$ cat config.mk
export PLATFORM = sky130hd
export DESIGN_NAME = buck_gate_seq
export DESIGN_NICKNAME = d
export VERILOG_FILES = /design/src/rtl/gd_pkg.sv /design/src/rtl/gd_tri_qual.sv /design/src/rtl/gd_min_on.sv /design/src/rtl/buck_gate_seq.sv
export SDC_FILE = /design/constraint.sdc
export NUM_CORES = 1
export LEC_CHECK = 0
export ABC_AREA = 1
export BUFFER_PORTS_ARGS = -buffer_cell sky130_fd_sc_hd__buf_2
export CELL_PAD_IN_SITES_DETAIL_PLACEMENT = 0
export CELL_PAD_IN_SITES_GLOBAL_PLACEMENT = 1
export CORE_MARGIN = 2
export CORE_UTILIZATION = 48
export CTS_BUF_LIST = sky130_fd_sc_hd__clkbuf_4 sky130_fd_sc_hd__clkbuf_8
export CTS_CLUSTER_DIAMETER = 150
export CTS_CLUSTER_SIZE = 20
export DETAILED_ROUTE_END_ITERATION = 8
export MAX_ROUTING_LAYER = met4
export PLACE_DENSITY = 0.84
export SLEW_MARGIN = 5
export SYNTH_ARGS = -nofsm -noshare
export SYNTH_HDL_FRONTEND = slang
export SYNTH_SLANG_ARGS = --single-unit
$ cat constraint.sdc
create_clock -name clk_i -period 3.05 [get_ports clk_i]
set_input_delay 0.4575 -clock clk_i [delete_from_list [all_inputs] [get_ports clk_i]]
set_output_delay 0.4575 -clock clk_i [all_outputs]
set_load 0.005 [all_outputs]
$ cat src/rtl/gd_pkg.sv
package gd_pkg;
  localparam int unsigned STATE_W = 3;
  typedef enum logic [STATE_W-1:0] {
    ST_OFF  = 3'd0,
    ST_HS   = 3'd1,
    ST_LS   = 3'd2,
    ST_DEAD = 3'd3,
    ST_TRI  = 3'd4,
    ST_SD   = 3'd5
  } gd_state_e;
endpackage

$ cat src/rtl/gd_tri_qual.sv
module gd_tri_qual #(
  parameter int unsigned ENTER_CYC = 44,
  parameter int unsigned EXIT_CYC  = 9,
  parameter bit          RST_TRI   = 1'b0
) (
  input  logic       clk_i,
  input  logic       rst_ni,
  input  logic [1:0] code_i,
  output logic       tri_o,
  output logic       lvl_o
);
  localparam int unsigned MAX_CYC = (ENTER_CYC > EXIT_CYC) ? ENTER_CYC : EXIT_CYC;
  localparam int unsigned CNT_W   = $clog2(MAX_CYC + 1);
  localparam logic [CNT_W-1:0] ENTER_LAST = CNT_W'(ENTER_CYC - 1);
  localparam logic [CNT_W-1:0] EXIT_LAST  = CNT_W'(EXIT_CYC - 1);

  logic             hiz;
  logic             tri_q, lvl_q;
  logic [CNT_W-1:0] cnt_q, limit;

  // 2'b10 and 2'b11 both read as high-impedance
  assign hiz   = code_i[1];
  assign limit = tri_q ? EXIT_LAST : ENTER_LAST;

  always_ff @(posedge clk_i or negedge rst_ni) begin
    if (!rst_ni) begin
      cnt_q <= '0;
      tri_q <= RST_TRI;
      lvl_q <= 1'b0;
    end else begin
      if (hiz != tri_q) begin
        if (cnt_q == limit) begin
          tri_q <= hiz;
          cnt_q <= '0;
        end else begin
          cnt_q <= cnt_q + 1'b1;
        end
      end else begin
        cnt_q <= '0;
      end
      if (!hiz) lvl_q <= code_i[0];
    end
  end

  assign tri_o = tri_q;
  assign lvl_o = lvl_q;


  tri_enter_chk: assert property (@(posedge clk_i) disable iff (!rst_ni)
    $rose(tri_q) |-> $past(hiz));

  tri_leave_chk: assert property (@(posedge clk_i) disable iff (!rst_ni)
    $fell(tri_q) |-> $past(!hiz));

  lvl_hold_chk: assert property (@(posedge clk_i) disable iff (!rst_ni)
    !$stable(lvl_q) |-> $past(!hiz));
endmodule

$ cat src/rtl/gd_min_on.sv
module gd_min_on #(
  parameter int unsigned MIN_CYC = 88
) (
  input  logic clk_i,
  input  logic rst_ni,
  input  logic run_i,
  output logic done_o
);
  localparam int unsigned CNT_W = $clog2(MIN_CYC + 1);
  localparam logic [CNT_W-1:0] LAST = CNT_W'(MIN_CYC - 1);

  logic [CNT_W-1:0] cnt_q;

  always_ff @(posedge clk_i or negedge rst_ni) begin
    if (!rst_ni)           cnt_q <= '0;
    else if (!run_i)       cnt_q <= '0;
    else if (cnt_q != LAST) cnt_q <= cnt_q + 1'b1;
  end

  // saturates at LAST, so equality means elapsed
  assign done_o = (cnt_q == LAST);
endmodule

$ cat src/rtl/buck_gate_seq.sv
module buck_gate_seq
  import gd_pkg::*;
#(
  parameter int unsigned PWM_HOLD_CYC = 44,
  parameter int unsigned PWM_EXIT_CYC = 9,
  parameter int unsigned SD_ENTER_CYC = 625,
  parameter int unsigned SD_EXIT_CYC  = 625,
  parameter int unsigned LS_MIN_CYC   = 88
) (
  input  logic               clk_i,
  input  logic               rst_ni,
  input  logic [1:0]         pwm_i,
  input  logic [1:0]         mode_i,
  input  logic               supply_ok_i,
  input  logic               hs_gate_low_i,
  input  logic               ls_gate_low_i,
  input  logic               sw_node_low_i,
  input  logic               zero_cross_i,
  output logic               hs_on_o,
  output logic               ls_on_o,
  output logic [STATE_W-1:0] state_o
);
  logic      pwm_tri, pwm_hi, mode_sd, mode_ccm;
  logic      ls_run, ls_done, emul;
  gd_state_e state_q, state_d;

  gd_tri_qual #(
    .ENTER_CYC(PWM_HOLD_CYC), .EXIT_CYC(PWM_EXIT_CYC), .RST_TRI(1'b0)
  ) u_pwm_qual (
    .clk_i, .rst_ni, .code_i(pwm_i), .tri_o(pwm_tri), .lvl_o(pwm_hi)
  );

  gd_tri_qual #(
    .ENTER_CYC(SD_ENTER_CYC), .EXIT_CYC(SD_EXIT_CYC), .RST_TRI(1'b1)
  ) u_mode_qual (
    .clk_i, .rst_ni, .code_i(mode_i), .tri_o(mode_sd), .lvl_o(mode_ccm)
  );

  assign ls_run = (state_q == ST_LS);

  gd_min_on #(.MIN_CYC(LS_MIN_CYC)) u_min_on (
    .clk_i, .rst_ni, .run_i(ls_run), .done_o(ls_done)
  );

  assign emul = !mode_ccm;

  always_comb begin
    state_d = state_q;
    if (!supply_ok_i || mode_sd) begin
      state_d = ST_SD;
    end else if (pwm_tri) begin
      state_d = ST_TRI;
    end else begin
      unique case (state_q)
        ST_HS: state_d = pwm_hi ? ST_HS : ST_DEAD;
        ST_LS: begin
          if (pwm_hi)                             state_d = ST_DEAD;
          else if (emul && zero_cross_i && ls_done) state_d = ST_OFF;
          else                                    state_d = ST_LS;
        end
        default: begin
          // all gates off: wait for the off-going side before making
          if (pwm_hi)
            state_d = ls_gate_low_i ? ST_HS : ST_DEAD;
          else if (state_q == ST_OFF && emul)
            state_d = ST_OFF;
          else
            state_d = (hs_gate_low_i && sw_node_low_i) ? ST_LS : ST_DEAD;
        end
      endcase
    end
  end

  always_ff @(posedge clk_i or negedge rst_ni) begin
    if (!rst_ni) state_q <= ST_SD;
    else         state_q <= state_d;
  end

  assign hs_on_o = (state_q == ST_HS);
  assign ls_on_o = (state_q == ST_LS);
  assign state_o = state_q;


  hs_make_chk: assert property (@(posedge clk_i) disable iff (!rst_ni)
    $rose(hs_on_o) |-> $past(ls_gate_low_i));

  ls_make_chk: assert property (@(posedge clk_i) disable iff (!rst_ni)
    $rose(ls_on_o) |-> $past(hs_gate_low_i && sw_node_low_i));

  uv_off_chk: assert property (@(posedge clk_i) disable iff (!rst_ni)
    !supply_ok_i |=> (!hs_on_o && !ls_on_o));

  sd_off_chk: assert property (@(posedge clk_i) disable iff (!rst_ni)
    mode_sd |=> (state_q == ST_SD));

  min_on_chk: assert property (@(posedge clk_i) disable iff (!rst_ni)
    ($fell(ls_on_o) && $past(!pwm_hi && !pwm_tri && !mode_sd && supply_ok_i))
      |-> $past(ls_done));

  tri_off_chk: assert property (@(posedge clk_i) disable iff (!rst_ni)
    (pwm_tri && supply_ok_i && !mode_sd) |=> (state_q == ST_TRI));
endmodule

After elaboration in Yosys (flattened, before gate mapping):

Cells that the tools add are included.
W data, S select, Z words.

* reduce and logical (&&, ||, !) cells: 10
* mux-type cells: 17
* add/subtract/negate cells: 3
* equal/unequal tests: 9

Operator list (count)
* $mux W10: 2
* $mux W6: 3
* $mux W7: 2
* $mux W2: 6
* $add A10 B1 Y10 const B: 1
* $eq A10 B10 Y1 const B: 1
* $add A7 B1 Y7 const B: 1
* $eq A7 B7 Y1 const B: 1
* $ne A7 B7 Y1 const B: 1
* $add A6 B1 Y6 const B: 1
* $eq A6 B6 Y1: 1
* $mux W3: 2
* $logic_and A1 B1 Y1: 4
* $pmux W2 S2: 1
* $reduce_and A2 Y1: 2
* $eq A3 B1 Y1 const B: 1
* $eq A3 B2 Y1 const B: 1
* $logic_not A3 Y1: 1
* $logic_not A1 Y1: 2
* $ne A1 B1 Y1: 2
* $ne A2 B2 Y1 const B: 1
* $logic_or A1 B1 Y1: 1
* $mux W1: 1

* flip-flop bits (word level): 30
* bits of input ports: 11
* word-level logic and storage cells: 47
* output and inout port bits: 5

Longest topological paths before layout:

* depth after elaboration: 8
* gate-level depth with buffers: 8
* depth with buffers taken out: 8

By module:

A second synthesis with hierarchy kept.

* cell total of the unflattened synthesis: 203
* area total of the unflattened synthesis: 1620.3 µm²

Modules (own cells, without submodules)
* gd_tri_qual at u_mode_qual: times used 1, sequential area each 301.5 µm², area an instance 610.6 µm², cells each 71
* gd_tri_qual at u_pwm_qual: times used 1, sequential area each 200.2 µm², area an instance 409.1 µm², cells each 46
* gd_min_on: times used 1, sequential area each 175.2 µm², area an instance 380.4 µm², cells each 49
* buck_gate_seq: times used 1, sequential area each 77.6 µm², area an instance 220.2 µm², cells each 37

Worst setup path before layout:

No wires, ideal clock.

* kind: reg-to-output
* start point: register state_q[0] (netlist: state_o[0])
* end point: output ls_on_o
* buffers on the path: 0
* data required time: 2.592 ns
* path slack: 1.835 ns
* stages on the path, launching flop included: 4
* arrival time: 0.758 ns
* path through: dfstp_2 inv_1 nand3_2 inv_2

* cells in the longest elaborated chain, start to end: 1

RTL lines
* start, declared: line buck_gate_seq.sv:25 `gd_state_e state_q, state_d;`
* start signal, assigned: line buck_gate_seq.sv:76 `else state_q <= state_d;`
* $eq A3 B2 Y1: line buck_gate_seq.sv:80 `assign ls_on_o = (state_q == ST_LS);`
* end, declared: line buck_gate_seq.sv:20 `output logic ls_on_o,`

No other way between the ends.

Final worst setup path:

Ends and elaborated chain as after synthesis.

==> results.md <==
* Final core utilization at 0.5776
* Area grow syn2layout at 13.32%
* Fin nets at 230
* Tcrit/Tclk final at 0.5663
* PD cells at 478.6 nW/um^2
* Post-cts resize count at 0
* Number of I/O port buffers at 15
* H-tree depth at 2
* Worst vdd ir at 308.0 uV
* Status: completed
* Post-DP HPWL at 2063 um
* Seq/Total Area, Yosys at 0.4809
* DRT Wirelength at 2740 um
* CTS tree: yes
* IO Count at 16
* Die X at 61.18 um
* Synth Area in XOR/XNOR at 0.05582
* FP Rows at 20
* Core ar. at 3078 sq um
* Number of synthesized register bits at 30
* R2R Path End: u_mode_qual.cnt_q[5]
* # hold bufs at CTS at 0
* Mapped Nets at 208
* Worst Path Required at 2590 ps
* Final Non-Filler Cells at 260
* Via Count at 1238
* CP endpoint kind: output pin
* Final min period at 1727 ps
* Setup TNS at 0 ps
* Leading cell type in the layout, fill and taps excluded: nand2_1
* RSZ-0062 raised after global routing: false
* R2r setup slk at 1710 ps
* Most frequent cells in the layout: 45 x nand2_1, 36 x nor2_1, 27 x dfrtp_1
* Placer Congestion at 0.7743
* Hold Fails Final Rpt at 0
* Vias/cell at 4.762
* Fmax at 578.9 MHz
* Dpl cells at 252
* Die area at 3742 sq um
* Mux share of post-synthesis cell area at 0
* Worst Reg2Reg Path Length in Cells at 7
* Slew @ Worst Pin at 662.2 ps
* RR Startpoint: u_mode_qual.cnt_q[0]
* Leak at 0.0009053 uW
* Min setup slack post-route at 1323 ps
* Clock buffer count from CTS at 5
* Vias in the first global route at 1211
* GRT Overall Usage at 0.1793
* Worst-path fanout max at 7
* Final antenna-violating net count at 0
* Synth Area in Compound Gates at 0.04944
* Longest Clk Path Bufs at 2
* Grt total ovfl at 0
* DIE HEIGHT at 61.18 um
* Root Buffer: clkbuf_4
* Fillcell total at 299
* DRC at 0
* Yosys synthesis warning count at 0
* CP arrival at 1270 ps
* Largest family of logic cells by synthesized area: simple AND/OR/NAND/NOR gates
* DRC violation total after the first TritonRoute iteration at 63
* Initial antenna violation count at 0
* Worst Skew at 5.821 ps
* Max Slew Vio Count at 0
* Worst hold path class: in -> async
* Clock sinks at 30
* DRT Pass-1 Iters at 5
* Routed WL per cell at 10.54 um
* N_diodes at 0
* Initial Utilization at 0.5098
* Synth Cell Area at 1569 sq um
* Post CTS Setup Buffer Count at 0
* Max_slew headroom at 0.5585
* Final setup violation count at 0
* Synth Area in Simple Gates at 0.3198
* Max cap viols at 0
* Clock slew at reported path FFs at 90 ps
* First-pass GRT wire length at 4795 um
* Pin count of the biggest net entering global routing at 31
* Element type at the critical path start: flip-flop
* Post-Syn Instances at 193
* Pre-CTS setup slack at 1666 ps
* Crit Path Category: reg -> out
* Synth Area in Adders at 0.03190
* Share of layout cells above drive strength 1 at 0.1944
* Mapped Avg Cell Area at 8.130 sq um
* Later-pin clock latency in the skew report at 320 ps
* Library cells used by synthesis at 24
## metal layers
metal,GRT usage,share of wire
met5,-,0
met4,0.05590,0.011
met3,0.05672,0.033
met2,0.3055,0.49
met1,0.1997,0.47
## per-stage QoR
| stage | power [uW] | area, sq um | hold WS, ps |
|---|---|---|---|
| after detailed placement | 570.4 | 1699 | 487.7 |
| after global placement | 564.3 | 1699 | 478.8 |
| final | 850.9 | 1778 | 158.8 |
| after global routing | 911.5 | 1778 | 193.4 |
| after CTS | 869.1 | 1778 | 171.7 |
| after floorplan | 533.1 | 1569 | 161.9 |
## registers in the layout (all words and copies together) (netlist names)
name               flops
u_mode_qual.cnt_q     10
u_pwm_qual.tri_o       1
u_mode_qual.tri_o      1
u_mode_qual.lvl_o      1
u_pwm_qual.lvl_o       1
state_o                3
u_min_on.cnt_q         7
u_pwm_qual.cnt_q       6
## power breakdown
group / total (uW) / switching (uW) / internal, uW
registers: 451 / 27.7 / 423
clock network: 291 / 134 / 157
logic: 108 / 66.3 / 42.1
## worst max-delay path by stage
| stage | depth (start not counted) | slack (ps) | endpoint | from |
|---|---|---|---|---|
| finish | 4 | 1320 | ls_on_o | state_o[0] |
| global route | 4 | 1220 | ls_on_o | state_o[0] |
| CTS | 4 | 1290 | ls_on_o | state_o[0] |
| detailed placement | 4 | 1670 | ls_on_o | state_o[0] |
| global placement | 4 | 1700 | ls_on_o | state_o[0] |
| floorplan | 3 | 1830 | ls_on_o | state_o[0] |
## final cells by class
cell class,instances,area (sq um),area share
inverter,26,97.59,0.05489
clock buffer,8,78.83,0.04433
sequential,30,754.5,0.4243
tap,44,55.05,0.03096
multi-input combinational,137,716.9,0.4032
timing repair buffer,15,75.07,0.04222
## critical path, stage by stage, from the launching register on
cell	delay (ps)
dfstp_2	570
inv_1	50
nand3_2	110
inv_2	90
buf_2	130
## cell families (layout without fill, tap and decap cells)
| kind of cell | after synthesis | after routing |
|---|---|---|
| and+or+nand+nor | 110 | 110 |
| DFF | 30 | 30 |
| xor gates and xnor gates | 10 | 10 |
| buffers and inverters | 26 | 49 |
| adders and majority gates | 4 | 4 |
| AOI/OAI and AO/OA | 13 | 13 |
## synthesized netlist by cell type
library cell,number,share of area
inv_2,1,0.0024
nor2_4,1,0.0072
o21ai_2,1,0.0056
o21ai_0,6,0.019
nor3_1,2,0.0064
nor2_2,2,0.0080
a21oi_1,3,0.0096
nand3_1,12,0.038
o21bai_2,1,0.0072
nor2_1,36,0.086
nor3b_2,1,0.0080
dfrtp_1,27,0.43
nand2_1,45,0.11
inv_1,25,0.060
nand3_2,4,0.026
xor2_1,6,0.033
o211ai_1,1,0.0048
nand2_2,3,0.012
nor3_2,2,0.013
ha_1,4,0.032
nand4_1,2,0.0080
dfstp_2,3,0.050
o21ai_1,1,0.0032
xnor2_1,4,0.022
(Power assumes the default switching activity.)
